### src/rtl/auxreg_pkg.sv
package auxreg_pkg;

    localparam int REG_AW = 3;
    localparam int REG_DW = 8;

    localparam logic [REG_AW-1:0] ADDR_CR1 = 3'b011;
    localparam logic [REG_AW-1:0] ADDR_CR2 = 3'b100;
    localparam logic [REG_AW-1:0] ADDR_CR3 = 3'b101;

    // bit positions whose meaning other logic decodes
    localparam int BANK_BIT   = 6;   // in CR2
    localparam int ALT_BIT    = 7;   // in CR3
    localparam int PAT_HI_BIT = 7;   // in CR1
    localparam int PAT_LO_BIT = 6;   // in CR1

    typedef enum logic [1:0] {
        PAT_NONE  = 2'b00,
        PAT_MARK  = 2'b01,
        PAT_SPACE = 2'b10,
        PAT_ALT   = 2'b11
    } tx_pat_e;

    typedef struct packed {
        logic       src_alt;
        logic [1:0] thresh;
    } spec_ctl_t;

    typedef struct packed {
        logic baud;
        logic rx_raw;
    } spec_stat_t;

    function automatic spec_ctl_t unpack_special(input logic [REG_DW-1:0] w);
        spec_ctl_t c;
        c.src_alt = w[3];
        c.thresh  = w[2:1];
        return c;
    endfunction

    function automatic logic [REG_DW-1:0] pack_special(input spec_stat_t st,
                                                       input spec_ctl_t  c);
        return {1'b0, st.baud, st.rx_raw, 1'b0, c.src_alt, c.thresh, 1'b0};
    endfunction

endpackage

### src/rtl/auxreg_regs.sv
module auxreg_regs
    import auxreg_pkg::*;
#(
    parameter int AW = REG_AW,
    parameter int DW = REG_DW
) (
    input  logic          clk,
    input  logic          rst,
    input  logic [AW-1:0] addr,
    input  logic [DW-1:0] wdata,
    input  logic          we,
    output logic [DW-1:0] cr1,
    output logic [DW-1:0] cr2,
    output logic [DW-1:0] cr3,
    output spec_ctl_t     spec,
    output logic          bank
);

    logic wr_cr1, wr_cr2, wr_shared;

    assign bank      = cr2[BANK_BIT];
    assign wr_cr1    = we && (addr == AW'(ADDR_CR1));
    assign wr_cr2    = we && (addr == AW'(ADDR_CR2));
    assign wr_shared = we && (addr == AW'(ADDR_CR3));

    always_ff @(posedge clk) begin
        if (rst) begin
            cr1  <= '0;
            cr2  <= '0;
            cr3  <= '0;
            spec <= '0;
        end else begin
            if (wr_cr1) cr1 <= wdata;
            if (wr_cr2) cr2 <= wdata;
            if (wr_shared) begin
                if (bank) spec <= unpack_special(REG_DW'(wdata));
                else      cr3  <= wdata;
            end
        end
    end

endmodule

### src/rtl/auxreg_txsel.sv
module auxreg_txsel
    import auxreg_pkg::*;
#(
    parameter logic ALT_START = 1'b1
) (
    input  logic    clk,
    input  logic    rst,
    input  tx_pat_e pat,
    input  logic    src_alt,
    input  logic    alt_bit,
    input  logic    pin,
    input  logic    baud,
    output logic    tx_out
);

    logic baud_q;
    logic phase;
    logic baud_rise;
    logic src_bit;

    assign baud_rise = baud && !baud_q;

    always_ff @(posedge clk) begin
        if (rst) begin
            baud_q <= 1'b0;
            phase  <= 1'b0;
        end else begin
            baud_q <= baud;
            if (pat != PAT_ALT) phase <= 1'b0;
            else if (baud_rise) phase <= ~phase;
        end
    end

    assign src_bit = src_alt ? alt_bit : pin;

    always_comb begin
        unique case (pat)
            PAT_MARK:  tx_out = 1'b1;
            PAT_SPACE: tx_out = 1'b0;
            PAT_ALT:   tx_out = ALT_START ^ phase;
            default:   tx_out = src_bit;
        endcase
    end

endmodule

### src/rtl/auxreg_rdmux.sv
module auxreg_rdmux
    import auxreg_pkg::*;
#(
    parameter int AW = REG_AW,
    parameter int DW = REG_DW
) (
    input  logic [AW-1:0] addr,
    input  logic          bank,
    input  logic [DW-1:0] cr1,
    input  logic [DW-1:0] cr2,
    input  logic [DW-1:0] cr3,
    input  spec_ctl_t     spec,
    input  spec_stat_t    stat,
    output logic [DW-1:0] rdata
);

    always_comb begin
        if (addr == AW'(ADDR_CR1))      rdata = cr1;
        else if (addr == AW'(ADDR_CR2)) rdata = cr2;
        else if (addr == AW'(ADDR_CR3)) rdata = bank ? DW'(pack_special(stat, spec)) : cr3;
        else                            rdata = '0;
    end

endmodule

### src/rtl/modem_auxreg.sv
module modem_auxreg
    import auxreg_pkg::*;
(
    input  logic       clk,
    input  logic       rst,
    input  logic [2:0] bus_addr,
    input  logic [7:0] bus_wdata,
    input  logic       bus_we,
    output logic [7:0] bus_rdata,
    input  logic       baud_clk_in,
    input  logic       rx_raw_in,
    input  logic       txd_pin_in,
    output logic       tx_data_out,
    output logic [1:0] qual_thresh
);

    logic [REG_DW-1:0] cr1_q, cr2_q, cr3_q;
    spec_ctl_t         spec_q;
    spec_stat_t        stat;
    logic              bank_sel;
    tx_pat_e           pat;

    assign stat.baud   = baud_clk_in;
    assign stat.rx_raw = rx_raw_in;
    assign pat         = tx_pat_e'(cr1_q[PAT_HI_BIT:PAT_LO_BIT]);
    assign qual_thresh = spec_q.thresh;

    auxreg_regs #(.AW(REG_AW), .DW(REG_DW)) u_regs (
        .clk   (clk),
        .rst   (rst),
        .addr  (bus_addr),
        .wdata (bus_wdata),
        .we    (bus_we),
        .cr1   (cr1_q),
        .cr2   (cr2_q),
        .cr3   (cr3_q),
        .spec  (spec_q),
        .bank  (bank_sel)
    );

    auxreg_rdmux #(.AW(REG_AW), .DW(REG_DW)) u_rdmux (
        .addr  (bus_addr),
        .bank  (bank_sel),
        .cr1   (cr1_q),
        .cr2   (cr2_q),
        .cr3   (cr3_q),
        .spec  (spec_q),
        .stat  (stat),
        .rdata (bus_rdata)
    );

    auxreg_txsel #(.ALT_START(1'b1)) u_txsel (
        .clk     (clk),
        .rst     (rst),
        .pat     (pat),
        .src_alt (spec_q.src_alt),
        .alt_bit (cr3_q[ALT_BIT]),
        .pin     (txd_pin_in),
        .baud    (baud_clk_in),
        .tx_out  (tx_data_out)
    );

endmodule

### config.mk
export PLATFORM = sky130hd
export DESIGN_NAME = modem_auxreg
export DESIGN_NICKNAME = d
export VERILOG_FILES = /design/src/rtl/auxreg_pkg.sv /design/src/rtl/auxreg_regs.sv /design/src/rtl/auxreg_txsel.sv /design/src/rtl/auxreg_rdmux.sv /design/src/rtl/modem_auxreg.sv
export SDC_FILE = /design/constraint.sdc
export NUM_CORES = 1
export LEC_CHECK = 0
export BUFFER_PORTS_ARGS = -buffer_cell sky130_fd_sc_hd__buf_2
export CAP_MARGIN = 25
export CORE_UTILIZATION = 40
export DETAILED_ROUTE_END_ITERATION = 6
export PLACE_DENSITY_LB_ADDON = 0.05
export SETUP_SLACK_MARGIN = 0.2
export SLEW_MARGIN = 20
export SYNTH_ARGS = -nofsm -noshare
export SYNTH_HDL_FRONTEND = slang
export SYNTH_SLANG_ARGS = --single-unit
export TNS_END_PERCENT = 50
### constraint.sdc
create_clock -name clk -period 3.6 [get_ports clk]
set_clock_uncertainty 0.2 [all_clocks]
set_input_delay 0.72 -clock clk [delete_from_list [all_inputs] [get_ports clk]]
set_output_delay 0.72 -clock clk [all_outputs]
set_load 0.02 [all_outputs]
## After elaboration in Yosys (flattened, before gate mapping)

Index checks and enable logic that the tools add are counted.

| storage, ports and cells | value |
|---|---|
| register bits | 29 |
| input bits | 17 |
| output and inout bits | 11 |
| logic and storage cells | 30 |

| cells by class | value |
|---|---|
| eq/ne operators | 7 |
| multiplexer cells | 6 |
| bitwise gates (word level) | 2 |
| reductions and logical operators | 8 |

Operator list:

| cell | count |
|---|---|
| $mux W8 | 4 |
| $eq A3 B3 Y1 const B | 2 |
| $eq A2 B2 Y1 const B | 2 |
| $logic_and A1 B1 Y1 | 4 |
| $reduce_and A2 Y1 | 2 |
| $eq A3 B2 Y1 const B | 1 |
| $pmux W1 S3 | 1 |
| $eq A2 B1 Y1 const B | 1 |
| $ne A2 B2 Y1 const B | 1 |
| $not A1 Y1 | 2 |
| $reduce_or A2 Y1 | 1 |
| $logic_not A1 Y1 | 1 |
| $mux W1 | 1 |

## Longest topological paths before layout

Gate-level depths: netlist of run 1.

| logic depth | value |
|---|---|
| word-level depth | 4 |
| depth in mapped cells | 5 |
| gate-level depth less buffers | 3 |

## Cells and area by module

Synthesis of run 1 repeated with hierarchy kept, for this count alone.

| unflattened totals | value |
|---|---|
| cell total of the unflattened synthesis | 153 |
| area total of the unflattened synthesis | 1436.4 um2 |

Modules (own cells, without submodules):

| module | instances | cells an instance | area each (um2) |
|---|---|---|---|
| auxreg_regs | 1 | 111 | 1093.5 |
| auxreg_rdmux | 1 | 31 | 235.2 |
| auxreg_txsel | 1 | 11 | 107.6 |

## Least setup slack after synthesis of run 1

No wires, ideal clock.

| timing path | value |
|---|---|
| kind | input -> output |
| from | in bus_addr[0] |
| to | out bus_rdata[1] |
| data arrival time | 1723 ps |
| required time | 2680 ps |
| slack | 957 ps |
| cell stages on the path | 4 |
| path buffers | 2 |
| cell sequence | buf_6 clkbuf_1 nand2_1 o21ai_0 |

| between the ends | value |
|---|---|
| cells in the longest elaborated chain, start to end | 4 |
| elaborated cells between the ends (all ways) | 6 |

RTL lines:

| what | RTL line | text |
|---|---|---|
| start, declared | modem_auxreg.sv:6 | `input logic [2:0] bus_addr,` |
| $eq A3 B3 Y1 | auxreg_rdmux.sv:20 | `else if (addr == AW'(ADDR_CR3)) rdata = bank ? DW'(pack_special(stat, spec)) : cr3;` |
| $mux W8 | auxreg_rdmux.sv:20 |  |
| $mux W8 | auxreg_rdmux.sv:19 | `else if (addr == AW'(ADDR_CR2)) rdata = cr2;` |
| $mux W8 (*) | auxreg_rdmux.sv:18 | `if (addr == AW'(ADDR_CR1)) rdata = cr1;` |
| end, declared | modem_auxreg.sv:9 | `output logic [7:0] bus_rdata,` |

Every way passes the cells marked *; elsewhere a longest branch is shown, timed or not.

## Final worst setup path of run 1

| timing path | value |
|---|---|
| from | in bus_addr[1] |
| to | out bus_rdata[4] |

The elaborated chain is that of the path after synthesis.

==> summary.md, run 1 <==
| Metric | Value |
|---|---|
| Outcome | finished clean |
| Final WS setup | 0.716 ns |
| Detailed Routing Iterations Pass 1 | 4 |
| Initial DRC count | 59 |
| Least-Margin Pin Slew | 0.626 ns |
| Gp weighted congestion | 0.749 |
| Worst Path Arrival | 1.96 ns |
| Worst setup EP type | output pin |
| Cell leakage power | 0.611 nW |
| Core area | 0.00339 mm2 |
| Area grow syn2layout | 12.7% |
| Final cell count without fillers | 223 |
| Final Hold Viols | 0 |
| Initial Util | 42.2% |
| Fillers | 344 |
| Sequential share of the synthesized area | 40.6% |
| DP HPWL | 2260 um |
| H-tree Lvls | 2 |
| # placed instances | 216 |
| Post-CTS sizing | 0 |
| Max Slew Vio Count | 0 |
| EDFF count, synth | 0 |
| Syn_area_per_cell | 9.34 um2 |
| Multi-input logic area | 763 um2 |
| Final setup fails | 0 |
| Worst-skew pair later-pin latency | 0.32 ns |
| Worst-path fanout max | 8 |
| Num CTS Buffers | 5 |
| Worst EP required | 2.68 ns |
| Hold path cells | 2 |
| Largest net degree at the start of global routing | 38 |
| TritonCTS clock tree | built |
| Peak VDD IR | 0.000208 V |
| Design Power | 591 uW |
| PortBufs | 27 |
| Most frequent cells in the layout | dfxtp_1 (29), buf_2 (27), mux2i_1 (24), nand2_1 (20), nand2b_1 (19) |
| Yosys warnings | 0 |
| Die Y | 61.8 um |
| Clock root buffer | clkbuf_4 |
| Flops & latches, synth | 29 |
| First-pass GRT wire length | 5200 um |
| Post-CTS Setup Inserts | 0 |
| Reg2Reg Depth | 3 |
| Power per cell area | 367 mW/mm2 |
| Final-stage net count | 194 |
| Worst-path clk slew | 0.08 ns |
| Setup TNS | 0 ns |
| Period utilization | 80.1% |
| Post-layout min period | 2.88 ns |
| Register area | 581 um2 |
| Overflow after GRT | 0 |
| Total Routing Usage GR | 19.8% |
| # diodes | 0 |
| F_max | 347 MHz |
| DP Worst Slack | 0.694 ns |
| RSZ-0062 raised after global routing | false |
| Synth unique cells | 27 |
| Initial antenna violation count | 0 |
| ANT nets after route | 0 |
| Slew HR | 58.2% |
| Syn_nets | 170 |
| Share of layout cells above drive strength 1 | 22.0% |
| Synth async-reset ratio | 0% |
| HP Class | reg -> reg |
| Hold-fix buffers, CTS | 0 |
| WL final | 3230 um |
| CTS max path bufs | 2 |
| Die area | 0.00381 mm2 |
| Critical Path Source Type | primary input |
| WL/cell | 14.5 um |
| Vias per cell | 5.22 |
| Vias in the first global route | 1,094 |
| Remaining DRCs | 0 |
| Ports | 28 |
| Top_reg_cell synth | dfxtp_1 |
| Synth Cell Area | 0.00143 mm2 |
| FP Rows | 21 |
| Most common cell after layout, fill and taps aside | dfxtp_1 |
| Gate Count Post-Synth | 153 |
| Fin util | 47.5% |
| Die W | 61.8 um |
| WS Path Type | in -> out |
| CTS sink cnt | 29 |
| Vias post-DR | 1,164 |
| Max Cap Violations | 0 |
==> metal layers <==
metal / global-route usage (%) / part of all wire [%] / up-vias
li1: - / - / 582
met1: 25.4 / 50 / 542
met2: 31.2 / 45 / 30
met3: 4.35 / 3.5 / 10
met4: 10.5 / 2.4 / 0
met5: 0 / 0 / -
==> where the power goes <==
group          switching (mW)  internal [mW]  leakage, nW  total [mW]
clock                   0.107         0.0921       0.0314       0.199
combinational          0.0349         0.0250        0.345      0.0599
sequential            0.00440          0.327        0.235       0.331
total                   0.147          0.444        0.611       0.591
==> path summary, 6_finish.rpt <==
kind	to	startpoint	slack (ns)
setup / recovery	bus_rdata[4]	bus_addr[1]	0.72
hold reg to reg	u_regs.cr1[5]	u_regs.cr1[5]	0.26
setup reg to reg	u_regs.cr3[6]	u_regs.cr2[6]	1.85
hold / removal	u_regs.cr1[5]	u_regs.cr1[5]	0.26
==> cells in the mapped netlist, types with 2 or more instances <==
cell      number  area [um2]
nand2b_1      19         119
a32oi_1        4        35.0
nand2_1       20        75.1
mux2i_1       24         240
dfxtp_1       29         581
nor2_1         9        33.8
a22o_1         6        52.6
buf_2          5        25.0
o21ai_0        5        25.0
nor2b_1        2        12.5
clkbuf_1       3        11.3
buf_6          4        45.0
a21oi_1        9        45.0
==> final cells by class <==
type	instances	area share, %
clock buffers	7	3.42
inverters	1	0.233
multi-input cells	111	47.4
flip-flops and latches	29	36.1
well taps	46	3.57
repair buffers	29	9.32
==> registers in the layout (all words and copies together), names as in the netlist <==
register and count:
u_regs.cr1 8, u_regs.cr2 8, u_regs.cr3 8, u_regs.spec 3, u_txsel.baud_q 1, u_txsel.phase 1
==> cell families after synthesis <==
family	count (synthesis)	share of synthesized area, %
and+or+nand+nor	60	23.8
buffers and inverters	13	5.95
DFF	29	40.6
xor gates and xnor gates	1	0.613
AOI/OAI and AO/OA	26	12.2
muxes	24	16.8
==> critical path, cell delays in order <==
cell and delay (ns):
buf_2 0.18, nor2b_1 0.55, a22o_1 0.25, a22o_1 0.11
buf_2 0.15
==> through the flow <==
| step | hold WS, ns | instance area, um2 |
|---|---|---|
| 2_1_floorplan | 0.237 | 1430 |
| 3_3_place_gp | 0.242 | 1560 |
| 3_5_place_dp | 0.249 | 1560 |
| 4_1_cts | 0.261 | 1610 |
| 5_1_grt | 0.291 | 1610 |
| 6_report | 0.260 | 1610 |
(Power assumes the default switching activity.)
==> inputs of run 2 (changes only) <==
- ABC_AREA: default -> 1
- clock period: 3.6 -> 2.4 ns (I/O delays scaled with it)
==> run 2 against run 1 <==
Effect of this change: flip-flop and latch count unchanged; critical path type is now reg -> out; sequential power up 51%; largest power group unchanged; critical path depth up 2; highest routed layer unchanged; clock power up 50%; global-route usage up 1.4 points.
==> summary.md, run 2 <==
| Metric | Value |
|---|---|
| Outcome | finished clean (unchanged) |
| Synth top area cells | dfxtp_1 (41%), nand2_1 (18%), nand3_1 (10%), a21oi_1 (7.0%), nor2_1 (6.3%) (was dfxtp_1 (41%), mux2i_1 (17%), nand2b_1 (8.3%), nand2_1 (5.3%), a22o_1 (3.7%)) |
| Synth async-reset ratio | 0% (unchanged) |
| Most frequent cells after synthesis | nand2_1 (68), dfxtp_1 (29), nand3_1 (29) (was dfxtp_1 (29), mux2i_1 (24), nand2_1 (20)) |
| Initial antenna violation count | 0 (unchanged) |
| Fin util | 50.1% (was 47.5%) |
| Count leader, synth | nand2_1 (was dfxtp_1) |
| Largest net degree at the start of global routing | 19 (was 38) |
| First-pass GRT wire length | 5770 um (was 5200 um) |
| Most frequent cells in the layout | nand2_1 (68), nand3_1 (29), dfxtp_1 (29), buf_2 (27), nor2_1 (24) (was dfxtp_1 (29), buf_2 (27), mux2i_1 (24), nand2_1 (20), nand2b_1 (19)) |
| Overflow after GRT | 0 (unchanged) |
| DP Worst Slack | 0.250 ns (was 0.694 ns) |
| Flops & latches, synth | 29 (unchanged) |
| Vias per cell | 5.00 (was 5.22) |
| WL final | 3640 um (was 3230 um) |
| Worst-skew pair later-pin latency | 0.32 ns (about the same) |
| Fillers | 376 (was 344) |
| Least-Margin Pin Slew | 0.408 ns (was 0.626 ns) |
| Synth unique cells | 14 (was 27) |
| Design Power | 904 uW (was 591 uW) |
| Reg2Reg Depth | 6 (was 3) |
| Worst-path fanout max | 7 (was 8) |
| Worst Min Path Start | baud_clk_in (was u_regs.cr1[5]) |
| Die W | 61.6 um (was 61.8 um) |
| Vias in the first global route | 1,277 (was 1,094) |
| Initial Util | 42.2% (about the same) |
| ANT nets after route | 0 (unchanged) |
| Core area | 0.00336 mm2 (was 0.00339 mm2) |
| Vias post-DR | 1,464 (was 1,164) |
| Max Slew Vio Count | 0 (unchanged) |
| Final WS setup | 0.270 ns (was 0.716 ns) |
| Slew HR | 72.7% (was 58.2%) |
| Worst setup EP type | output pin (unchanged) |
| # diodes | 0 (unchanged) |
| Post-layout min period | 2.13 ns |
| Hold-fix buffers, CTS | 0 (unchanged) |
| Setup TNS | 0 ns (unchanged) |
| Cell leakage power | 0.739 nW (was 0.611 nW) |
| H-tree Lvls | 2 (unchanged) |
| Register area | 581 um2 (unchanged) |
| Yosys warnings | 0 (unchanged) |
| F_max | 470 MHz |
| Biggest regs | u_regs.cr1: 8 flops, u_regs.cr2: 8 flops, u_regs.cr3: 8 flops (unchanged) |
| Critical path launch point | u_regs.cr2[6] (was bus_addr[1]) |
| EDFF count, synth | 0 (unchanged) |
| Area grow syn2layout | 18.7% (was 12.7%) |
| FP Rows | 21 (unchanged) |
| Worst-path clk slew | 0.09 ns (was 0.08 ns) |
| TritonCTS clock tree | built (unchanged) |
| Critical Path Source Type | register (was primary input) |
| Die Y | 61.6 um (was 61.8 um) |
| CTS sink cnt | 29 (unchanged) |
| Detailed Routing Iterations Pass 1 | 4 (unchanged) |
| CTS max path bufs | 2 (unchanged) |
| HP Class | in -> reg (was reg -> reg) |
| Share of layout cells above drive strength 1 | 18.6% (was 22.0%) |
| Final setup fails | 0 (unchanged) |
| RR Startpoint | u_regs.cr2[6] (unchanged) |
| Die area | 0.00379 mm2 (was 0.00381 mm2) |
| Top_reg_cell synth | dfxtp_1 (unchanged) |
| Synth Cell Area | 0.00142 mm2 (was 0.00143 mm2) |
| Peak VDD IR | 0.000312 V (was 0.000208 V) |
| Total Routing Usage GR | 21.2% (was 19.8%) |
| RSZ-0062 raised after global routing | true (was false) |
| Power per cell area | 537 mW/mm2 (was 367 mW/mm2) |
| Most common cell after layout, fill and taps aside | nand2_1 (was dfxtp_1) |
| Clock root buffer | clkbuf_4 (unchanged) |
| Initial DRC count | 89 (was 59) |
| Gate Count Post-Synth | 216 (was 153) |
| Syn_nets | 233 (was 170) |
| Max Cap Violations | 0 (unchanged) |
| WS Path Type | reg -> out (was in -> out) |
| PortBufs | 27 (unchanged) |
| Num CTS Buffers | 5 (unchanged) |
| Synth top area share | 40.9% (was 40.6%) |
| Worst Path Arrival | 1.45 ns (was 1.96 ns) |
| WL/cell | 12.4 um (was 14.5 um) |
| Sequential share of the synthesized area | 40.9% (was 40.6%) |
| Final-stage net count | 264 (was 194) |
| Worst EP required | 1.72 ns (was 2.68 ns) |
| Gp weighted congestion | 0.768 (was 0.749) |
| Hold path cells | 3 (was 2) |
| Syn_area_per_cell | 6.57 um2 (was 9.34 um2) |
| Multi-input logic area | 721 um2 (was 763 um2) |
| Period utilization | 88.7% |
| Ports | 28 (unchanged) |
| Largest area contributor in the netlist | dfxtp_1 (unchanged) |
| Remaining DRCs | 0 (unchanged) |
| DP HPWL | 2490 um (was 2260 um) |
| Final Hold Viols | 0 (unchanged) |
## run 2: cell types whose count changed after synthesis, sizes merged, moves of 9 or more
| cell | previous run | this run |
|---|---|---|
| a21oi | 9 | 20 |
| inv | 1 | 16 |
| mux2i | 24 | 0 |
| nand2 | 20 | 68 |
| nand2b | 19 | 0 |
| nand3 | 1 | 29 |
| nand4 | 0 | 9 |
| nor2 | 9 | 27 |
## run 2: repair_timing
action	CTS	global route
resized for setup	0	2
setup endpoints to repair	0	8
setup buffers	0	4
## run 2: routing by layer
metal	track usage [%]	part of all wire (%)	vias up	wire [um]
met3	3.99	4.0	6	144
met1	28.3	48	664	1730
met4	10.2	1.3	0	48
met2	32.7	47	34	1720
li1	-	-	760	-
met5	0	0	-	0
## run 2: cell type report
type / instances / share of cell area (%)
clock buffers: 7 / 3.27
inverters: 16 / 3.79
well taps: 46 / 3.41
repair buffers: 35 / 12.3
flip-flops and latches: 29 / 34.4
multi-input cells: 160 / 42.8
## run 2: power by group
part | internal, mW | total (mW) | switching, mW | leakage (nW)
registers | 0.492 | 0.499 | 0.00658 | 0.235
logic | 0.0366 | 0.106 | 0.0699 | 0.473
clock network | 0.138 | 0.299 | 0.161 | 0.0314
## run 2: through the flow
stage,instance area [um2],hold slack [ns],instances
floorplan,1420,0.241,216
CTS,1630,0.189,289
finish,1690,0.194,293
global route,1690,0.205,293
global placement,1580,0.248,282
detailed placement,1580,0.254,282
## run 2: worst paths after layout
| path | slack [ns] | to |
|---|---|---|
| hold / removal | 0.19 | u_txsel.baud_q |
| hold reg to reg | 0.26 | u_regs.cr1[0] |
| setup / recovery | 0.27 | bus_rdata[1] |
| setup reg to reg | 1.12 | u_regs.spec[0] |
## run 2: logic make-up after synthesis
kind of cell           after synthesis  synth area share, %
AO/OA/AOI/OAI                       26                 9.16
buffers and inverters               27                 8.72
flip-flops                          29                 40.9
AND/OR/NAND/NOR                    134                 41.2
## run 2: worst max-delay path: stages (launching register included)
cell	delay, ns
dfxtp_1	0.38
clkinvlp_4	0.16
buf_4	0.17
nand2_1	0.05
nand2_1	0.06
nand2_1	0.06
nand3_1	0.07
buf_2	0.16
==> inputs of run 3 (changes only) <==
- ABC_AREA: 1 -> default
- CAP_MARGIN: 25 -> 0
==> run 3 against run 2 <==
Effect of this change: clock power rose by 40%; via count fell by 18%; critical path type is now in -> out; final cell count fell by 22%; power rose by 12%; count of clock-buffer cells in the layout did not move; largest power group unchanged; highest routed layer unchanged; combinational power fell by 8%; worst setup slack got worse by 0.023 ns; wire length fell by 9.4%; sequential share of layout area barely moved.
==> summary.md, run 3 (synthesized netlist as in run 1, its figures left out) <==
| Metric | Value |
|---|---|
| Outcome | finished clean (unchanged) |
| Worst-path clk slew | 0.10 ns (was 0.09 ns) |
| Reg2Reg Depth | 3 (was 6) |
| Final setup fails | 0 (unchanged) |
| RSZ-0062 raised after global routing | true (unchanged) |
| Worst-path fanout max | 8 (was 7) |
| Die Y | 61.8 um (was 61.6 um) |
| Initial Util | 42.2% (about the same) |
| Most common cell after layout, fill and taps aside | dfxtp_1 (was nand2_1) |
| WL final | 3300 um (was 3640 um) |
| Final cell count without fillers | 230 (was 293) |
| Critical Path Source Type | primary input (was register) |
| Most frequent cells in the layout | dfxtp_1 (28), buf_2 (25), mux2i_1 (24), nand2_1 (20), nand2b_1 (19) (was nand2_1 (68), nand3_1 (29), dfxtp_1 (29), buf_2 (27), nor2_1 (24)) |
| Slew HR | 62.0% (was 72.7%) |
| Final WS setup | 0.247 ns (was 0.270 ns) |
| Critical path launch point | bus_addr[1] (was u_regs.cr2[6]) |
| Power per cell area | 595 mW/mm2 (was 537 mW/mm2) |
| CTS sink cnt | 29 (unchanged) |
| HP Class | in -> reg (unchanged) |
| First-pass GRT wire length | 5110 um (was 5770 um) |
| Die W | 61.8 um (was 61.6 um) |
| Peak VDD IR | 0.000366 V (was 0.000312 V) |
| Fillers | 341 (was 376) |
| Design Power | 1.01 mW (was 904 uW) |
| # placed instances | 220 (was 282) |
| Vias post-DR | 1,197 (was 1,464) |
| Final Hold Viols | 0 (unchanged) |
| WS Path Type | in -> out (was reg -> out) |
| Ports | 28 (unchanged) |
| Largest net degree at the start of global routing | 38 (was 19) |
| Max Slew Vio Count | 0 (unchanged) |
| RR Startpoint | u_regs.cr2[6] (unchanged) |
| WL/cell | 14.3 um (was 12.4 um) |
| Vias in the first global route | 1,077 (was 1,277) |
| Worst setup EP type | output pin (unchanged) |
| Clock root buffer | clkbuf_4 (unchanged) |
| Period utilization | 89.7% (was 88.7%) |
| Worst EP required | 1.72 ns (about the same) |
| TritonCTS clock tree | built (unchanged) |
| Overflow after GRT | 0 (unchanged) |
| Post-layout min period | 2.15 ns (was 2.13 ns) |
| Detailed Routing Iterations Pass 1 | 4 (unchanged) |
| Reg-to-reg slack, setup | 0.82 ns (was 1.12 ns) |
| Biggest regs | u_regs.cr1: 8 flops, u_regs.cr2: 8 flops, u_regs.cr3: 8 flops (unchanged) |
| Num CTS Buffers | 5 (unchanged) |
| Die area | 0.00381 mm2 (was 0.00379 mm2) |
| Remaining DRCs | 0 (unchanged) |
| Core area | 0.00339 mm2 (was 0.00336 mm2) |
| Final-stage net count | 200 (was 264) |
| Fin area | 0.00170 mm2 (was 0.00169 mm2) |
| Max Cap Violations | 0 (unchanged) |
| CTS max path bufs | 2 (unchanged) |
| Area grow syn2layout | 18.8% (was 18.7%) |
| ANT nets after route | 0 (unchanged) |
| Worst reg2reg endpoint | u_regs.cr3[4] (was u_regs.spec[0]) |
| Least-Margin Pin Slew | 0.570 ns (was 0.408 ns) |
| Worst Min Path Start | baud_clk_in (unchanged) |
| # diodes | 0 (unchanged) |
| Initial antenna violation count | 0 (unchanged) |
| WHS | 0.206 ns (was 0.194 ns) |
| Initial DRC count | 45 (was 89) |
| Worst-skew pair later-pin latency | 0.32 ns (about the same) |
| DP Worst Slack | 0.226 ns (was 0.250 ns) |
| PortBufs | 27 (unchanged) |
| Gp weighted congestion | 0.751 (was 0.768) |
| DP HPWL | 2300 um (was 2490 um) |
| Total Routing Usage GR | 19.5% (was 21.2%) |
| Multi-input logic area | 763 um2 (was 721 um2) |
| Cell leakage power | 0.659 nW (was 0.739 nW) |
| Register area | 584 um2 (was 581 um2) |
| Vias per cell | 5.20 (was 5.00) |
| FP Rows | 21 (unchanged) |
| Worst Path Arrival | 1.47 ns (was 1.45 ns) |
| Share of layout cells above drive strength 1 | 25.5% (was 18.6%) |
| Fin util | 50.1% (about the same) |
| Post-place instance area | 0.00159 mm2 (was 0.00158 mm2) |
| Hold-fix buffers, CTS | 0 (unchanged) |
| Setup TNS | 0 ns (unchanged) |
| Worst setup path endpoint | bus_rdata[4] (was bus_rdata[1]) |
| H-tree Lvls | 2 (unchanged) |
| F_max | 465 MHz (was 470 MHz) |
==> run 3: cell count changes in the layout (fill, tap and decap cells not counted), sizes merged, moves of 4 or more <==
cell | previous run | this run
nor2 | 27 | 9
nand2 | 68 | 20
nand4 | 9 | 0
nand3 | 29 | 1
a21oi | 20 | 9
a32oi | 0 | 4
mux2i | 0 | 24
a22o | 0 | 6
nand2b | 0 | 19
inv | 15 | 1
==> run 3: critical path, cell delays in order <==
cell	delay, ns
buf_4	0.15
nor2b_1	0.13
buf_4	0.16
a22o_1	0.23
a22o_1	0.19
buf_6	0.13
==> run 3: layout make-up <==
class | count | area share, %
well taps | 46 | 3.39
repair buffers | 35 | 12.0
multi-input cells | 111 | 45.0
flip-flops and latches | 29 | 34.4
inverters | 1 | 0.221
clock buffers | 7 | 3.24
clock inverters | 1 | 1.77
==> run 3: power by group <==
group / internal [mW] / switching, mW
sequential: 0.490 / 0.00583
combinational: 0.0431 / 0.0544
clock: 0.249 / 0.169
==> run 3: worst min-delay path by stage <==
stage                           endpoint  cells past startpoint
after floorplan            u_regs.cr1[1]                      2
after global placement     u_regs.cr1[5]                      2
after detailed placement   u_regs.cr1[1]                      2
after CTS                 u_txsel.baud_q                      3
after global routing      u_txsel.baud_q                      3
final                     u_txsel.baud_q                      3
==> run 3: what timing repair did <==
item,in CTS,in global routing
setup endpoints to repair,0,5
resized for setup,0,6
setup buffers,0,2
==> run 3: metal layers <==
| metal | global-route usage, % | share of wire, % |
|---|---|---|
| met5 | 0 | 0 |
| met3 | 5.80 | 4.5 |
| met1 | 25.0 | 47 |
| met4 | 10.2 | 2.0 |
| met2 | 29.5 | 46 |
